===== config.mk =====
export PLATFORM = sky130hd
export DESIGN_NAME = parity_byte_mem
export DESIGN_NICKNAME = d
export VERILOG_FILES = /design/src/rtl/parity_byte_mem.sv
export SDC_FILE = /design/constraint.sdc
export NUM_CORES = 1
export LEC_CHECK = 0
export ABC_AREA = 1
export BUFFER_PORTS_ARGS = -buffer_cell sky130_fd_sc_hd__buf_2
export CAP_MARGIN = 20
export CORE_MARGIN = 5
export CORE_UTILIZATION = 40
export CTS_BUF_LIST = sky130_fd_sc_hd__clkbuf_4 sky130_fd_sc_hd__clkbuf_8
export CTS_CLUSTER_DIAMETER = 60
export DETAILED_ROUTE_END_ITERATION = 7
export HOLD_SLACK_MARGIN = 0.1
export SYNTH_ARGS = -nofsm -noshare
export SYNTH_HDL_FRONTEND = slang
export SYNTH_SLANG_ARGS = --single-unit
export TNS_END_PERCENT = 1

===== constraint.sdc =====
create_clock -name clk -period 3.3 [get_ports clk]
set_clock_uncertainty 0.2 [all_clocks]
set_input_delay 0.33 -clock clk [delete_from_list [all_inputs] [get_ports clk]]
set_output_delay 0.33 -clock clk [all_outputs]
set_load 0.01 [all_outputs]

===== src/rtl/parity_byte_mem.sv =====
module parity_byte_mem #(
  parameter int ADDR_W = 6,
  localparam int DEPTH = 1 << ADDR_W
) (
  input  logic              clk,
  input  logic              rst_n,
  input  logic              wr_en,
  input  logic [ADDR_W-1:0] wr_addr,
  input  logic [7:0]        wr_data,
  input  logic              wr_flip_par,
  input  logic              rd_en,
  input  logic [ADDR_W-1:0] rd_addr,
  output logic [7:0]        rd_data,
  output logic              rd_par,
  output logic              rd_valid,
  input  logic              chk_en,
  input  logic              emul_mode,
  input  logic              err_clr,
  output logic              err_flag,
  output logic              halt,
  output logic [ADDR_W-1:0] err_addr
);

  logic [7:0]       mem_d [DEPTH];
  logic [DEPTH-1:0] mem_p;

  wire [7:0] rbyte    = mem_d[rd_addr];
  wire       rpar_gen = ^rbyte;
  wire       rpar_st  = mem_p[rd_addr];
  wire       mism     = rd_en & chk_en & ~emul_mode & (rpar_gen ^ rpar_st);

  always_ff @(posedge clk) begin
    if (wr_en) begin
      mem_d[wr_addr] <= wr_data;
      mem_p[wr_addr] <= (^wr_data) ^ wr_flip_par;
    end
  end

  always_ff @(posedge clk) begin
    if (!rst_n) begin
      rd_data <= '0;
      rd_par  <= 1'b0;
    end else if (rd_en) begin
      rd_data <= rbyte;
      rd_par  <= emul_mode ? rpar_gen : rpar_st;
    end
  end

  always_ff @(posedge clk) begin
    if (!rst_n) begin
      rd_valid <= 1'b0;
      err_flag <= 1'b0;
      halt     <= 1'b0;
      err_addr <= '0;
    end else begin
      rd_valid <= rd_en & ~halt;
      if (err_clr) begin
        err_flag <= 1'b0;
        halt     <= 1'b0;
        err_addr <= '0;
      end else if (mism) begin
        err_flag <= 1'b1;
        halt     <= 1'b1;
        if (!err_flag) err_addr <= rd_addr;
      end
    end
  end

  a_r1_valid_from_strobe: assert property (@(posedge clk) disable iff (!rst_n)
    rd_valid |-> $past(rd_en));
  a_r3_err_needs_check: assert property (@(posedge clk) disable iff (!rst_n)
    $rose(err_flag) |-> $past(chk_en) && $past(rd_en));
  a_r4_addr_held: assert property (@(posedge clk) disable iff (!rst_n)
    err_flag && !err_clr |=> $stable(err_addr));
  a_r5_halt_sticky: assert property (@(posedge clk) disable iff (!rst_n)
    halt && !err_clr |=> halt);
  a_r5_no_valid_halted: assert property (@(posedge clk) disable iff (!rst_n)
    halt |=> !rd_valid);
  a_r6_emul_quiet: assert property (@(posedge clk) disable iff (!rst_n)
    !err_flag && emul_mode |=> !err_flag);
  a_r6_emul_par: assert property (@(posedge clk) disable iff (!rst_n)
    rd_valid && $past(emul_mode) |-> rd_par == ^rd_data);
  a_r8_clear: assert property (@(posedge clk) disable iff (!rst_n)
    err_clr |=> !err_flag && !halt && err_addr == '0);

endmodule


== Word-level counts from Yosys, hierarchy flattened ==
Memory sizes are Yosys's and may differ from the RTL's.
Cells that the tools add are included.
Cells by class
  reductions and logical operators: 5
  mux-type cells: 8
  $lt $le $gt $ge: 3
  bitwise operators: 9
Operator list (number)
  bitwise mux 64 bit: 1
  parity 8 bit: 2
  < comparator 6 x 7 -> 1 bit, second input constant: 2
  binary-select mux 1 bit (select 6 bit): 1
  demux 1 bit (select 6 bit): 1
  >= comparator 6 x 1 -> 1 bit, second input constant: 1
  2-to-1 mux 1 bit: 5
  bitwise AND 1 bit: 4
  NOT 1 bit: 3
  AND reduction 2 bit: 1
  OR reduction 2 bit: 1
  bitwise XOR 1 bit: 2
  logical AND 1 bit: 1
Word-level totals
  register bits after elaboration: 81
  memories kept: 1
  RAM bits: 512
  logic and storage cells: 32
Memory list
  mem_d: depth 64, width 8, read ports 1, clocked after Yosys merged registers in 0, write ports 1, RTL line 24  | logic [7:0] mem_d [DEPTH];

== Longest topological paths before layout ==
  depth in word-level cells: 5
  gate-level depth with buffers: 23
  mapped depth without buffers: 21

== Least setup slack after synthesis ==
OpenSTA, ideal clock, no wires.
  path type: input-to-reg
  start: input port rd_addr[0]
  end: register err_addr[3]
  data arrival time: 2.103 ns
  slack: 0.882 ns
  library setup time: 0.115 ns
  stages: 23
  data required time: 2.985 ns
  path through: buf_4 > buf_6 > buf_4 > nand2_1 > nand3_1 > nand3_1 > nand2_1 > nand2_1 > nand3_1 > nand3_1 > nand2_1 > nor2_1 > inv_1 > nand2_1 > nand2_1 > nand2_1 > nand2_1 > nand3_2 > nand2_1 > nor2_2 > nand3_1 > nand2_1 > nor2_1
Between the ends
  word-level cells in the longest chain between the ends: 5
  elaborated cells on any way between the ends: 7
  classes of those cells: 2 x mux; 2 x bitwise; 2 x reduce/logical; 1 x memory
Ends and longest elaborated chain
  from (decl): RTL line 12  | input logic [ADDR_W-1:0] rd_addr,
  memory (64 x 8 bit) / binary-select mux 1 bit (select 6 bit) (equally long branches)
  parity 8 bit / 2-to-1 mux 1 bit (equally long branches): RTL line 28, 29
  bitwise XOR 1 bit (*): RTL line 30  | wire mism = rd_en & chk_en & ~emul_mode & (rpar_gen ^ rpar_st);
  bitwise AND 1 bit (*): RTL line 30
  AND reduction 2 bit (no source line) (*)
  to (signal assigned): RTL line 64  | if (!err_flag) err_addr <= rd_addr;
  to (decl): RTL line 21  | output logic [ADDR_W-1:0] err_addr
Every way passes the cells marked *; elsewhere a longest branch is shown, timed or not. The select of a mux whose other input is x is not followed.
A chain may end at the register's enable or synchronous reset.

== Worst setup path after layout ==
  start: memory mem_d[53][7]
  end: register err_addr[0]
Between the ends
  word-level cells in the longest chain between the ends: 5
Ends and longest elaborated chain
  from (decl): RTL line 24
  memory (64 x 8 bit)
  parity 8 bit: RTL line 28  | wire rpar_gen = ^rbyte;
  bitwise XOR 1 bit: RTL line 30
  bitwise AND 1 bit: RTL line 30
  AND reduction 2 bit (no source line)
Every way passes these cells.

==> results.sh <==
export IMPL_outcome="completed"
export IMPL_drive_gt1_share_pct=15.2
export IMPL_seqCellArea_sq_um=17600
export IMPL_synth_area_sq_um=24400
export IMPL_fill_cells=5441
export IMPL_io_pins=46
export IMPL_synth_area_top_cells="edfxtp_1 71%, nand2_1 11%, nand3_1 9.1%"
export IMPL_grt_use_total_pct=19.6
export IMPL_routed_via_density=5.27
export IMPL_finalCritPeriodShare_pct=91.0
export IMPL_overflow=0
export IMPL_synth_top_family_by_area="simple AND/OR/NAND/NOR gates"
export IMPL_io_buffers=45
export IMPL_antenna_found_initial=1
export IMPL_multi_input_area_sq_um=6050
export IMPL_synthSimpleGateAreaFrac_pct=22.3
export IMPL_hp_class="in -> reg"
export IMPL_seq_area_frac_synth_pct=72.3
export IMPL_clock_latency_ns=0.69
export IMPL_cp_cell_sequence="nand2_1 > nand3_1 > nand3_1 > nand2_1 > nand2_1 > nand3_1 > nand3_1 > nand2_2 > xnor2_1 > nand2_1 > nand2_1 > nand2_1 > nand3_2 > nand4_4 > nand2_1 > nand2_1 > dlygate4sd3_1 > nor2_1"
export IMPL_cts_root_buf="clkbuf_8"
export IMPL_die_height_um=257
export IMPL_fmax_mhz=333
export IMPL_gp_congestion=0.842
export IMPL_dp_hpwl_um=39700
export IMPL_yosysUniqueCellTypes=31
export IMPL_core_sq_um=60400
export IMPL_cpMostUsedCell="nand2_1"
export IMPL_slew_viol_final=0
export IMPL_worstPathMaxFanout=7
export IMPL_slew_headroom_pct=38.0
export IMPL_worstSetupEndpointType="flop"
export IMPL_cts_sinks=593
export IMPL_synth_seq_cells=593
export IMPL_synthFlopType="edfxtp_1"
export IMPL_yosysTopAreaCellShare_pct=70.9
export IMPL_timing_final_hold_violations=0
export IMPL_grt_pass1_vias=16400
export IMPL_yosysTopAreaCell="edfxtp_1"
export IMPL_yosys_top_cells_count="701 x nand2_1, 576 x edfxtp_1, 443 x nand3_1"
export IMPL_die_x_um=257
export IMPL_grt_pass1_wl_um=100000
export IMPL_cp_start_kind="flop"
export IMPL_num_vias=16600
export IMPL_post_drt_wl_per_cell_um=20.8
export IMPL_route_detailed_drc=0
export IMPL_clock_path_buffers=3
export IMPL_synth_nets=2153
export IMPL_h_tree_depth=3
export IMPL_synth_adder_area_share_pct=0
export IMPL_ys_warn_count=0
export IMPL_dieArea_sq_um=66000
export IMPL_wirelength_um=65600
export IMPL_final_cells=3151
export IMPL_cts_clk_slew_worst_paths_ns=0.06
export IMPL_drv_cap=0
export IMPL_slowest_delay_ns=0.56
export IMPL_cts_buffers=97
export IMPL_power_density_nw_per_um2=564
export IMPL_synth_cells=2125
export IMPL_synthArstFlopShare_pct=0
export IMPL_worstSetupPathType="reg -> reg"
export IMPL_cts_tree="yes"
export IMPL_synth_edf_count=576
export IMPL_power_uw=16000
export IMPL_leakage_uw=0.0105
export IMPL_drt_first_pass_iters=5
export IMPL_muxShareOfSynthArea_pct=0
export IMPL_tightest_slew_ns=0.926
export IMPL_dp_cells=2949
export IMPL_cp_required_ns=3.72
export IMPL_final_net_count=2318
export IMPL_vdd_drop_max_uv=345
export IMPL_synth_compound_area_share_pct=1.73
export IMPL_yosysMostFrequentCell="nand2_1"
export IMPL_start_util_pct=40.4
export IMPL_grt_max_degree=90
export IMPL_synth_avg_cell_area_sq_um=11.5
export IMPL_ant_nets=0
export IMPL_synth_xor_area_share_pct=0.323
export IMPL_cp_data_arrival_time_ns=3.43
export IMPL_setup_viol_count_final=0
export IMPL_drt_initial_drc_count=1603
export IMPL_period_needed_ns=3.00
export IMPL_cp_slowest_cell="dlygate4sd3_1"
export IMPL_fp_row_count=90
export IMPL_syn2layout_area_growth_pct=16.5
[cells by family (layout without fill, tap and decap cells)]
logic type | after synthesis | count (layout)
AOI/OAI and AO/OA | 73 | 73
xor gates and xnor gates | 9 | 9
DFF | 593 | 593
and+or+nand+nor | 1281 | 1281
other | 0 | 1
buffers and inverters | 169 | 412
[state kept, by name (all words and copies together) (netlist names)]
| name | flops |
|---|---|
| rd_data | 8 |
| err_addr | 6 |
| mem_p | 64 |
| rd_valid | 1 |
| mem_d | 512 |
| halt | 1 |
| rd_par | 1 |
[critical path: cells and delay by family, from the launching register on]
| family | cells | cell delay, ns |
|---|---|---|
| DFF | 1 | 0.36 |
| and+or+nand+nor | 16 | 1.67 |
| buffers and inverters | 1 | 0.56 |
| xor gates and xnor gates | 1 | 0.18 |
[repair_timing]
action                                  in CTS  in global routing
endpoints found under the setup margin       0                  2
buffers inserted                             0                  4
hold buffers                                20                  0
gates resized for setup                      0                 14
hold endpoints to repair                   194                  0
[worst paths after layout]
path / startpoint / endpoint / slack, ns / cells past startpoint
worst max-delay path: mem_d[53][7]$_DFFE_PP_ / err_addr[0]$_SDFFE_PP0P_ / 0.30 / 18
worst min-delay path: wr_data[4] / mem_d[27][4]$_DFFE_PP_ / 0.18 / 2
worst max register to register: mem_d[53][7]$_DFFE_PP_ / err_addr[0]$_SDFFE_PP0P_ / 0.30 / 18
worst min register to register: rd_par$_SDFFE_PN0P_ / rd_par$_SDFFE_PN0P_ / 0.27 / 2
[per-layer routing]
metal  up-vias  wire (um)  GRT usage (%)  share of wire [%]
li1       7797          -              -                  -
met1      8073      28400           27.9                 43
met2       616      30300           30.3                 46
met3       116       5070           4.19                7.7
met4         0       1860           6.41                2.8
met5         -          0              0                  0
[cells in the final DEF (no fill, tap or decap), types with 10 or more instances in the layout]
cell | Yosys | routed
o22ai_1 | 16 | 16
nand3_2 | 1 | 10
nor2_1 | 113 | 112
buf_2 | 53 | 43
dfxtp_1 | 17 | 17
dlygate4sd3_1 | 0 | 20
buf_12 | 0 | 24
buf_4 | 22 | 106
inv_1 | 33 | 32
clkbuf_4 | 0 | 31
o211ai_1 | 11 | 11
nand3_1 | 443 | 434
edfxtp_1 | 576 | 576
clkbuf_8 | 0 | 100
clkinv_1 | 2 | 28
o21ai_0 | 39 | 39
clkinv_2 | 0 | 10
nand2_1 | 701 | 697
[area by class of cell]
cell class                      count  share of cell area (%)
Clock buffer                      130                    5.61
Antenna cell                        1                 0.00880
Multi-Input combinational cell   1363                    21.3
Sequential cell                   593                    62.0
Inverter                           41                   0.577
Timing Repair Buffer              194                    6.00
Clock inverter                     47                    1.03
Tap cell                          782                    3.44
[per-stage QoR]
stage          worst slack [ns]  instance area, sq um  hold slack, ns  setup TNS [ns]  util (%)
2_1_floorplan             0.882                 24400           0.229               0         -
3_3_place_gp              0.207                 26200           0.255               0      43.5
3_5_place_dp              0.185                 26200           0.269               0      43.5
4_1_cts                   0.196                 28300           0.118               0      46.9
5_1_grt                 -0.0271                 28400           0.147         -0.0271      47.1
6_report                  0.296                 28400           0.175               0      47.1
[where the power goes]
group | internal (uW) | leakage [uW] | total [uW] | switching [uW]
combinational | 392 | 0.00419 | 1370 | 975
clock | 3320 | 0.000993 | 6220 | 2900
sequential | 8430 | 0.00532 | 8450 | 18.2
No activity file was read; power rests on OpenSTA's default activity.
